[src/rtl/i2c_rs_pkg.sv]
package i2c_rs_pkg;
  typedef enum logic [2:0] {
    ST_IDLE,
    ST_WAIT_SCL_LO,
    ST_SDA_REL,
    ST_WAIT_SCL_HI,
    ST_BOTH_HI,
    ST_SDA_LOW
  } rs_state_e;
endpackage

[src/rtl/i2c_rs_sync.sv]
module i2c_rs_sync #(
  parameter int STAGES = 2
) (
  input  logic clk_i,
  input  logic rst_ni,
  input  logic d_i,
  output logic q_o
);
  logic [STAGES-1:0] sr_q;

  always_ff @(posedge clk_i or negedge rst_ni) begin
    if (!rst_ni) sr_q <= '1;  // idle bus reads high
    else         sr_q <= {sr_q[STAGES-2:0], d_i};
  end

  assign q_o = sr_q[STAGES-1];
endmodule

[src/rtl/i2c_rs_brg.sv]
module i2c_rs_brg #(
  parameter int RW = 8
) (
  input  logic          clk_i,
  input  logic          rst_ni,
  input  logic          load_i,
  input  logic          run_i,
  input  logic [RW-1:0] reload_i,
  output logic          zero_o
);
  logic [RW-1:0] cnt_q;

  always_ff @(posedge clk_i or negedge rst_ni) begin
    if (!rst_ni)                  cnt_q <= '0;
    else if (load_i)              cnt_q <= reload_i;
    else if (run_i && cnt_q != 0) cnt_q <= cnt_q - 1'b1;
  end

  assign zero_o = (cnt_q == '0);

  // counter frozen outside counting phases (clock stretch wait)
  a_r4_hold: assert property (@(posedge clk_i) disable iff (!rst_ni)
    (!load_i && !run_i) |=> $stable(cnt_q));
endmodule

[src/rtl/i2c_rstart_gen.sv]
module i2c_rstart_gen
  import i2c_rs_pkg::*;
#(
  parameter int RW       = 8,
  parameter int SYNC_LEN = 2
) (
  input  logic          clk_i,
  input  logic          rst_ni,
  input  logic          req_set_i,
  input  logic          busy_i,
  input  logic [RW-1:0] reload_i,
  input  logic          sda_i,
  input  logic          scl_i,
  output logic          sda_pull_o,
  output logic          scl_pull_o,
  output logic          req_o,
  output logic          done_o,
  output logic          start_seen_o,
  output logic          coll_o
);
  rs_state_e state_q;
  logic sda_s, scl_s, sda_prev_q;
  logic brg_load, brg_run, brg_zero, accept;

  i2c_rs_sync #(.STAGES(SYNC_LEN)) u_sync_sda (
    .clk_i(clk_i), .rst_ni(rst_ni), .d_i(sda_i), .q_o(sda_s));
  i2c_rs_sync #(.STAGES(SYNC_LEN)) u_sync_scl (
    .clk_i(clk_i), .rst_ni(rst_ni), .d_i(scl_i), .q_o(scl_s));

  assign accept = (state_q == ST_IDLE) && req_set_i && !busy_i;

  always_comb begin
    brg_load = 1'b0;
    unique case (state_q)
      ST_WAIT_SCL_LO: brg_load = !scl_s;
      ST_WAIT_SCL_HI: brg_load = scl_s && sda_s;
      ST_BOTH_HI:     brg_load = scl_s && brg_zero;
      default:        brg_load = 1'b0;
    endcase
  end

  assign brg_run = (state_q == ST_SDA_REL) || (state_q == ST_BOTH_HI) ||
                   (state_q == ST_SDA_LOW);

  i2c_rs_brg #(.RW(RW)) u_brg (
    .clk_i(clk_i), .rst_ni(rst_ni), .load_i(brg_load), .run_i(brg_run),
    .reload_i(reload_i), .zero_o(brg_zero));

  always_ff @(posedge clk_i or negedge rst_ni) begin
    if (!rst_ni) begin
      state_q    <= ST_IDLE;
      sda_pull_o <= 1'b0;
      scl_pull_o <= 1'b0;
      req_o      <= 1'b0;
      done_o     <= 1'b0;
      coll_o     <= 1'b0;
    end else begin
      done_o <= 1'b0;
      coll_o <= 1'b0;
      unique case (state_q)
        ST_IDLE: if (accept) begin
          req_o      <= 1'b1;
          scl_pull_o <= 1'b1;
          sda_pull_o <= 1'b0;
          state_q    <= ST_WAIT_SCL_LO;
        end
        ST_WAIT_SCL_LO: if (!scl_s) state_q <= ST_SDA_REL;
        ST_SDA_REL: if (brg_zero && sda_s) begin
          scl_pull_o <= 1'b0;
          state_q    <= ST_WAIT_SCL_HI;
        end
        ST_WAIT_SCL_HI: if (scl_s) begin
          if (!sda_s) begin  // SDA low at SCL rise
            scl_pull_o <= 1'b0;
            sda_pull_o <= 1'b0;
            req_o      <= 1'b0;
            coll_o     <= 1'b1;
            state_q    <= ST_IDLE;
          end else begin
            state_q <= ST_BOTH_HI;
          end
        end
        ST_BOTH_HI: begin
          if (!scl_s) begin  // SCL dropped before our SDA pull
            scl_pull_o <= 1'b0;
            sda_pull_o <= 1'b0;
            req_o      <= 1'b0;
            coll_o     <= 1'b1;
            state_q    <= ST_IDLE;
          end else if (brg_zero) begin
            sda_pull_o <= 1'b1;
            state_q    <= ST_SDA_LOW;
          end
        end
        ST_SDA_LOW: if (brg_zero) begin
          scl_pull_o <= 1'b1;
          req_o      <= 1'b0;
          done_o     <= 1'b1;
          state_q    <= ST_IDLE;
        end
        default: state_q <= ST_IDLE;
      endcase
    end
  end

  always_ff @(posedge clk_i or negedge rst_ni) begin
    if (!rst_ni) begin
      sda_prev_q   <= 1'b1;
      start_seen_o <= 1'b0;
    end else begin
      sda_prev_q <= sda_s;
      if (accept)                               start_seen_o <= 1'b0;
      else if (sda_prev_q && !sda_s && scl_s)   start_seen_o <= 1'b1;
    end
  end

  a_r1_busy_reject: assert property (@(posedge clk_i) disable iff (!rst_ni)
    (state_q == ST_IDLE && req_set_i && busy_i) |=>
      (state_q == ST_IDLE && !req_o && scl_pull_o == $past(scl_pull_o)));
  a_r2_req_held: assert property (@(posedge clk_i) disable iff (!rst_ni)
    (state_q != ST_IDLE) |-> req_o);
  a_r5_no_early_sda: assert property (@(posedge clk_i) disable iff (!rst_ni)
    (state_q == ST_SDA_REL || state_q == ST_WAIT_SCL_HI || state_q == ST_BOTH_HI)
      |-> !sda_pull_o);
  a_r6_done_state: assert property (@(posedge clk_i) disable iff (!rst_ni)
    done_o |-> (scl_pull_o && sda_pull_o && !req_o && !coll_o));
  a_r6_done_src: assert property (@(posedge clk_i) disable iff (!rst_ni)
    $rose(done_o) |-> $past(state_q == ST_SDA_LOW));
  a_r10_coll_release: assert property (@(posedge clk_i) disable iff (!rst_ni)
    coll_o |-> (!scl_pull_o && !sda_pull_o && !req_o && state_q == ST_IDLE));
endmodule

[config.mk]
export PLATFORM = sky130hd
export DESIGN_NAME = i2c_rstart_gen
export DESIGN_NICKNAME = d
export VERILOG_FILES = /design/src/rtl/i2c_rs_pkg.sv /design/src/rtl/i2c_rs_sync.sv /design/src/rtl/i2c_rs_brg.sv /design/src/rtl/i2c_rstart_gen.sv
export SDC_FILE = /design/constraint.sdc
export NUM_CORES = 1
export LEC_CHECK = 0
export BUFFER_PORTS_ARGS = -buffer_cell sky130_fd_sc_hd__buf_2
export CORE_MARGIN = 3
export CORE_UTILIZATION = 45
export DETAILED_ROUTE_END_ITERATION = 7
export PLACE_DENSITY = 0.66
export SLEW_MARGIN = 20
export SYNTH_ARGS = -nofsm -noshare
export SYNTH_HDL_FRONTEND = slang
export SYNTH_HIERARCHICAL = 1
export SYNTH_SLANG_ARGS = --single-unit
[constraint.sdc]
create_clock -name clk_i -period 5.9 [get_ports clk_i]
set_input_delay 0 -clock clk_i [delete_from_list [all_inputs] [get_ports clk_i]]
set_output_delay 0 -clock clk_i [all_outputs]
set_load 0.005 [all_outputs]
# After elaboration in Yosys (flattened, before gate mapping)
# Cells that the tools add are included.
dict set report totals {
  ff_bits 22
  latchBits 0
  ramBits 0
  rom_bits 0
  in_bits 14
  output_inout_bits 6
  elab_cells 82
  mem_count 0
}
dict set report op_classes {
  addsub 1
  n_mul 0
  n_div 0
  n_lt_le_gt_ge 0
  eq_ne 13
  shift 0
  mux 32
  n_bitwise 0
  reduce_logical 25
}
# operator count
set op_table {}
lappend op_table {{two-way mux 3 bit} 8}
lappend op_table {{one-hot mux 3 bit (6 select lines)} 1}
lappend op_table {{two-way mux 1 bit} 16}
lappend op_table {{two-way mux 8 bit} 2}
lappend op_table {{AND reduction 6 bit} 2}
lappend op_table {{inequality test 2 bit (second input constant)} 5}
lappend op_table {{logical AND 1 bit} 8}
lappend op_table {{logical NOT 8 bit} 1}
lappend op_table {{nonzero test 8 bit} 1}
lappend op_table {{subtractor 8 x 1 -> 8 bit (second input constant)} 1}
lappend op_table {{AND reduction 7 bit} 1}
lappend op_table {{== test 3 x 2 -> 1 bit (second input constant)} 2}
lappend op_table {{== test 3 bit (second input constant)} 2}
lappend op_table {{one-hot mux 1 bit (3 select lines)} 2}
lappend op_table {{one-hot mux 1 bit (5 select lines)} 1}
lappend op_table {{AND reduction 5 bit} 1}
lappend op_table {{nonzero test 5 bit} 1}
lappend op_table {{inequality test 2 x 1 -> 1 bit (second input constant)} 2}
lappend op_table {{one-hot mux 1 bit (4 select lines)} 1}
lappend op_table {{nonzero test 2 bit} 2}
lappend op_table {{nonzero test 4 bit} 1}
lappend op_table {{== test 3 x 1 -> 1 bit (second input constant)} 1}
lappend op_table {{logical NOT 1 bit} 3}
lappend op_table {{logical NOT 3 bit} 1}
lappend op_table {{other kinds (4)} 5}

# Longest topological paths before layout
dict set report depth {
  ltp_word 6
  ltp_mapped 12
}

# Hierarchy
# Netlist, hierarchy kept.
# module instances cells_each area_per_inst_um2 seq_area_each_um2
set by_module_without_submodules {}
lappend by_module_without_submodules {i2c_rstart_gen 1 73 640.6 251.5}
lappend by_module_without_submodules {i2c_rs_brg 1 58 528.0 200.2}
lappend by_module_without_submodules {i2c_rs_sync 2 2 52.6 52.6}

# Least setup slack after synthesis
# No wires, ideal clock.
dict set report synth_timing {
  path_type {flip-flop to flip-flop}
  from {register u_brg.cnt_q[0]}
  to {register u_brg.cnt_q[7]}
  setup_time_ns 0.126
  t_arrival_ns 2.622
  required_ns 5.774
  slack_ns 3.152
  path_stages_with_launch 12
  cell_sequence {dfrtp_1 inv_1 ha_1 or3b_2 nor2_1 nand2b_1 nor2_1 o21ai_0 o31ai_1 clkinv_1 o311a_1 a221o_1}
}
dict set report synth_via {
  elab_chain_len 4
  word_cells_on_any_way 9
}
# element line
set synth_rtl {}
lappend synth_rtl {{start: declaration} i2c_rs_brg.sv:11} ;# logic [RW-1:0] cnt_q;
lappend synth_rtl {{start signal: assignment} i2c_rs_brg.sv:15} ;# else if (load_i) cnt_q <= reload_i;
lappend synth_rtl {{start signal: assignment} i2c_rs_brg.sv:16} ;# else if (run_i && cnt_q != 0) cnt_q <= cnt_q - 1'b1;
lappend synth_rtl {{logical NOT 8 bit (*)} i2c_rs_brg.sv:19} ;# assign zero_o = (cnt_q == '0);
lappend synth_rtl {{named net brg_zero} i2c_rstart_gen.sv:23} ;# logic brg_load, brg_run, brg_zero, accept;
lappend synth_rtl {{logical AND 1 bit (*)} i2c_rstart_gen.sv:37} ;# ST_BOTH_HI: brg_load = scl_s && brg_zero;
lappend synth_rtl {{one-hot mux 1 bit (3 select lines) (*)} i2c_rstart_gen.sv:34} ;# unique case (state_q)
lappend synth_rtl {{named net brg_load} i2c_rstart_gen.sv:23}
lappend synth_rtl {{two-way mux 8 bit or nonzero test 2 bit (tied branches)} -}
# The timed path passes the listed nets; every way through them passes the cells marked *. The select of a mux whose other input is x is not followed.
# A chain may end at the register's enable or synchronous reset.

# Worst setup path after layout
# Same ends and word-level chain as after synthesis.

==> run metrics <==
Clock Pin Slew Worst Setup and Hold Paths=roughly 0.12 ns; Top FF cell, synth=dfrtp_1; Synth Instances=approximately 140; Max IR drop VDD=a little under 0.3 mV; Clock Sink Count=22; final net count=approximately 180; f_max=320 MHz; Critical Path RT=~6.1 ns; reg2reg path depth=12; Antenna diodes=0; fin crit share=a little over half; most frequent cell after synthesis=dfrtp_1; worst hold margin=about 0.025 ns; outcome=completed; Slew headroom=between 50% and 60%; crit path capture type=flip-flop; flop2flop setup slack=2.78 ns; crit path kind=flip-flop to flip-flop; Crit Path Max Fanout=14; Antenna Nets Post-Route=0; Unique masters post-synth=50; EDFF count, synth=0; DR WL/cell=~14 µm; critical path depth=12; Detailed Route WL=between 2000 and 3000 µm; CP Buf/Inv Count=3; CP delay by family, top=simple AND/OR/NAND/NOR gates; Clock Latency Late Sink=~0.3 ns; Static Leak=approximately 0.00064 µW; reg-to-reg endpoint=u_brg/cnt_q[7]; Critical Path AT=around 3.3 ns; number of fill cells in the layout=229; layout cells sized above 1=21.0%; FP Rows=18; leading area contributor after synthesis=dfrtp_1; Synth-to-Final Area Change=19.8%; DR iter-0 viols=29; unrepaired setup endpoints after global routing=false; GRT Overall Usage=between 15 and 20%; Synth warnings=6; TritonRoute pass-1 iters=6; H-tree levels=1; Die W=about 59 µm; Setup crit start=u_brg/cnt_q[0]; largest net degree at the start of global routing=23; CP dominant cell by count=nor2_1; Final Hold Violating Endpoints=0; startpoint type of the worst setup path=flip-flop; crit path time final=3.12 ns; first-pass GRT wire length=between 4000 and 5000 µm; Syn Nets=about 150; Worst Setup EP=u_brg/cnt_q[7]; Syn Std Cell Area=1270 µm²; CTS Buffer Depth=2; register bit total from synthesis=22; Die Y=59.2 µm; die area=3500 µm²; register area share after synthesis=roughly 44%; post-route DRC violation count=0; pwr/cell area=442 nW/µm²; max_cap viols=0; HPWL after DPL=approximately 1900 µm; placed cell areas=approximately 1400 µm²; commonest cells in the netlist=dfrtp_1 (17), nor2_1 (11), nand2_1 (10), a21oi_1 (9); IO buf count=19; Yosys top cell area share=around a third; synth top area cells=dfrtp_1 (33%), dfstp_2 (10%), a21oi_1 (3.5%); CTS buffer count=3; worst-margin pin slew=slightly above 0.6 ns; Clock Skews=around 0.0084 ns; Slew Limit Fails=0; placer congestion estimate=around 0.85; via count=1,079; Setup TNS Final=0 ns; Design Area, Final=roughly 1500 µm²; crit path cell chain=inv_1 > ha_1 > or3b_2 > nor2_1 > nand2b_1 > nor2_1 > o21ai_0 > o31ai_1 > buf_4 > clkinv_1 > o311a_1 > a221o_1; mean post-synth cell area=about 9.4 µm²; initial antenna violation count=0; clk root buf=clkbuf_4; post-synthesis async set-or-reset flop share=100%; CP max-delay cell=or3b_2; worst r2r src=u_brg/cnt_q[0]; IO Pins=20; HP Class=input port to flip-flop; CTS tree=yes; Core Box Area=~2600 µm²; Initial Utilization=49.2%; DR vias/cell=5.62; GR Overflow Total=0; count of final setup violators=0; vias in the first global route=approximately 1,000; Worst path max stage delay=between 0.4 and 0.5 ns
report_power, final:
part           total [µW]  switching, µW  internal (µW)
Clock                 112           43.5           68.7
Combinational         283            143            139
Sequential            281           80.2            200
Total                 675            267            408
kinds of logic after synthesis:
family / share of synthesized area, %
adders and majority gates: 1.96
AOI/OAI and AO/OA: 21.3
DFF: 43.7
muxes: 1.67
buffers and inverters: 5.70
and+or+nand+nor: 25.6
worst register-to-register path, delay by kind of cell, from the launching register on:
family                     cells  cell delay (ns)
adders and majority gates      1             0.20
AOI/OAI and AO/OA              4             0.65
DFF                            1             0.42
and+or+nand+nor                4             1.16
buffers and inverters          3             0.58
cell usage in the layout (no fill, tap or decap), types with 2 or more instances in the layout:
| cell | instances |
|---|---|
| nor3_1 | 5 |
| a211o_1 | 2 |
| clkbuf_4 | 3 |
| nand2_1 | 10 |
| a31oi_1 | 2 |
| inv_1 | 4 |
| or4_1 | 3 |
| nor2_1 | 11 |
| nor4b_1 | 2 |
| a221o_1 | 2 |
| o21ai_0 | 4 |
| nor4_1 | 2 |
| dlygate4sd3_1 | 11 |
| a2bb2oi_1 | 2 |
| nor2b_1 | 3 |
| nor3b_1 | 3 |
| nand3_1 | 3 |
| o21ai_1 | 2 |
| o31ai_1 | 2 |
| dfstp_2 | 5 |
| buf_2 | 19 |
| dfrtp_1 | 17 |
| nor4bb_1 | 2 |
| nand4_1 | 2 |
| ha_1 | 2 |
| a21oi_1 | 9 |
| nand2b_1 | 5 |
per-stage QoR:
step	total power, µW	std cells	setup slack (ns)	util [%]
floorplan	497	135	3.15	-
global placement	548	177	2.88	52.7
detailed placement	560	177	2.79	52.7
CTS	680	192	2.75	58.9
global route	740	192	2.44	58.9
finish	675	192	2.78	58.9
sequential cells by signal, summed over array words and instances, names as in the netlist:
register         count
u_sync_sda/sr_q      2
sda_pull_o           1
coll_o               1
scl_pull_o           1
done_o               1
u_sync_scl/sr_q      2
req_o                1
u_brg/cnt_q          8
state_q              3
sda_prev_q           1
start_seen_o         1
cell type report:
type / instances / area [µm²] / share of cell area (%)
multi-input combinational: 99 / 644 / 42.2
tap: 30 / 37.5 / 2.46
inverter: 6 / 22.5 / 1.48
clock inverter: 1 / 30.0 / 1.97
timing repair buffer: 31 / 213 / 13.9
clock buffer: 3 / 22.5 / 1.48
sequential: 22 / 557 / 36.5
routing by layer:
metal,global-route usage (%),vias to the layer above,routed length [µm]
met1,26.7,499,1390
met3,3.92,2,96
met2,23.2,22,1120
li1,-,556,-
met5,0,-,0
met4,2.91,0,21
worst min path at each step:
stage | depth (start not counted) | slack [ns] | end | from
floorplan | 0 | -0.30 | coll_o | rst_ni
global placement | 1 | -0.01 | u_brg/cnt_q[4] | rst_ni
detailed placement | 1 | -0.004 | u_brg/cnt_q[4] | rst_ni
CTS | 3 | 0.02 | start_seen_o | busy_i
global route | 3 | 0.02 | start_seen_o | busy_i
finish | 3 | 0.03 | start_seen_o | busy_i
repair_timing:
item,in CTS,in global routing
hold endpoints to repair,32,0
setup buffers,0,0
gates resized for setup,0,0
hold buffers,11,0
No activity file was read; power rests on OpenSTA's default activity.
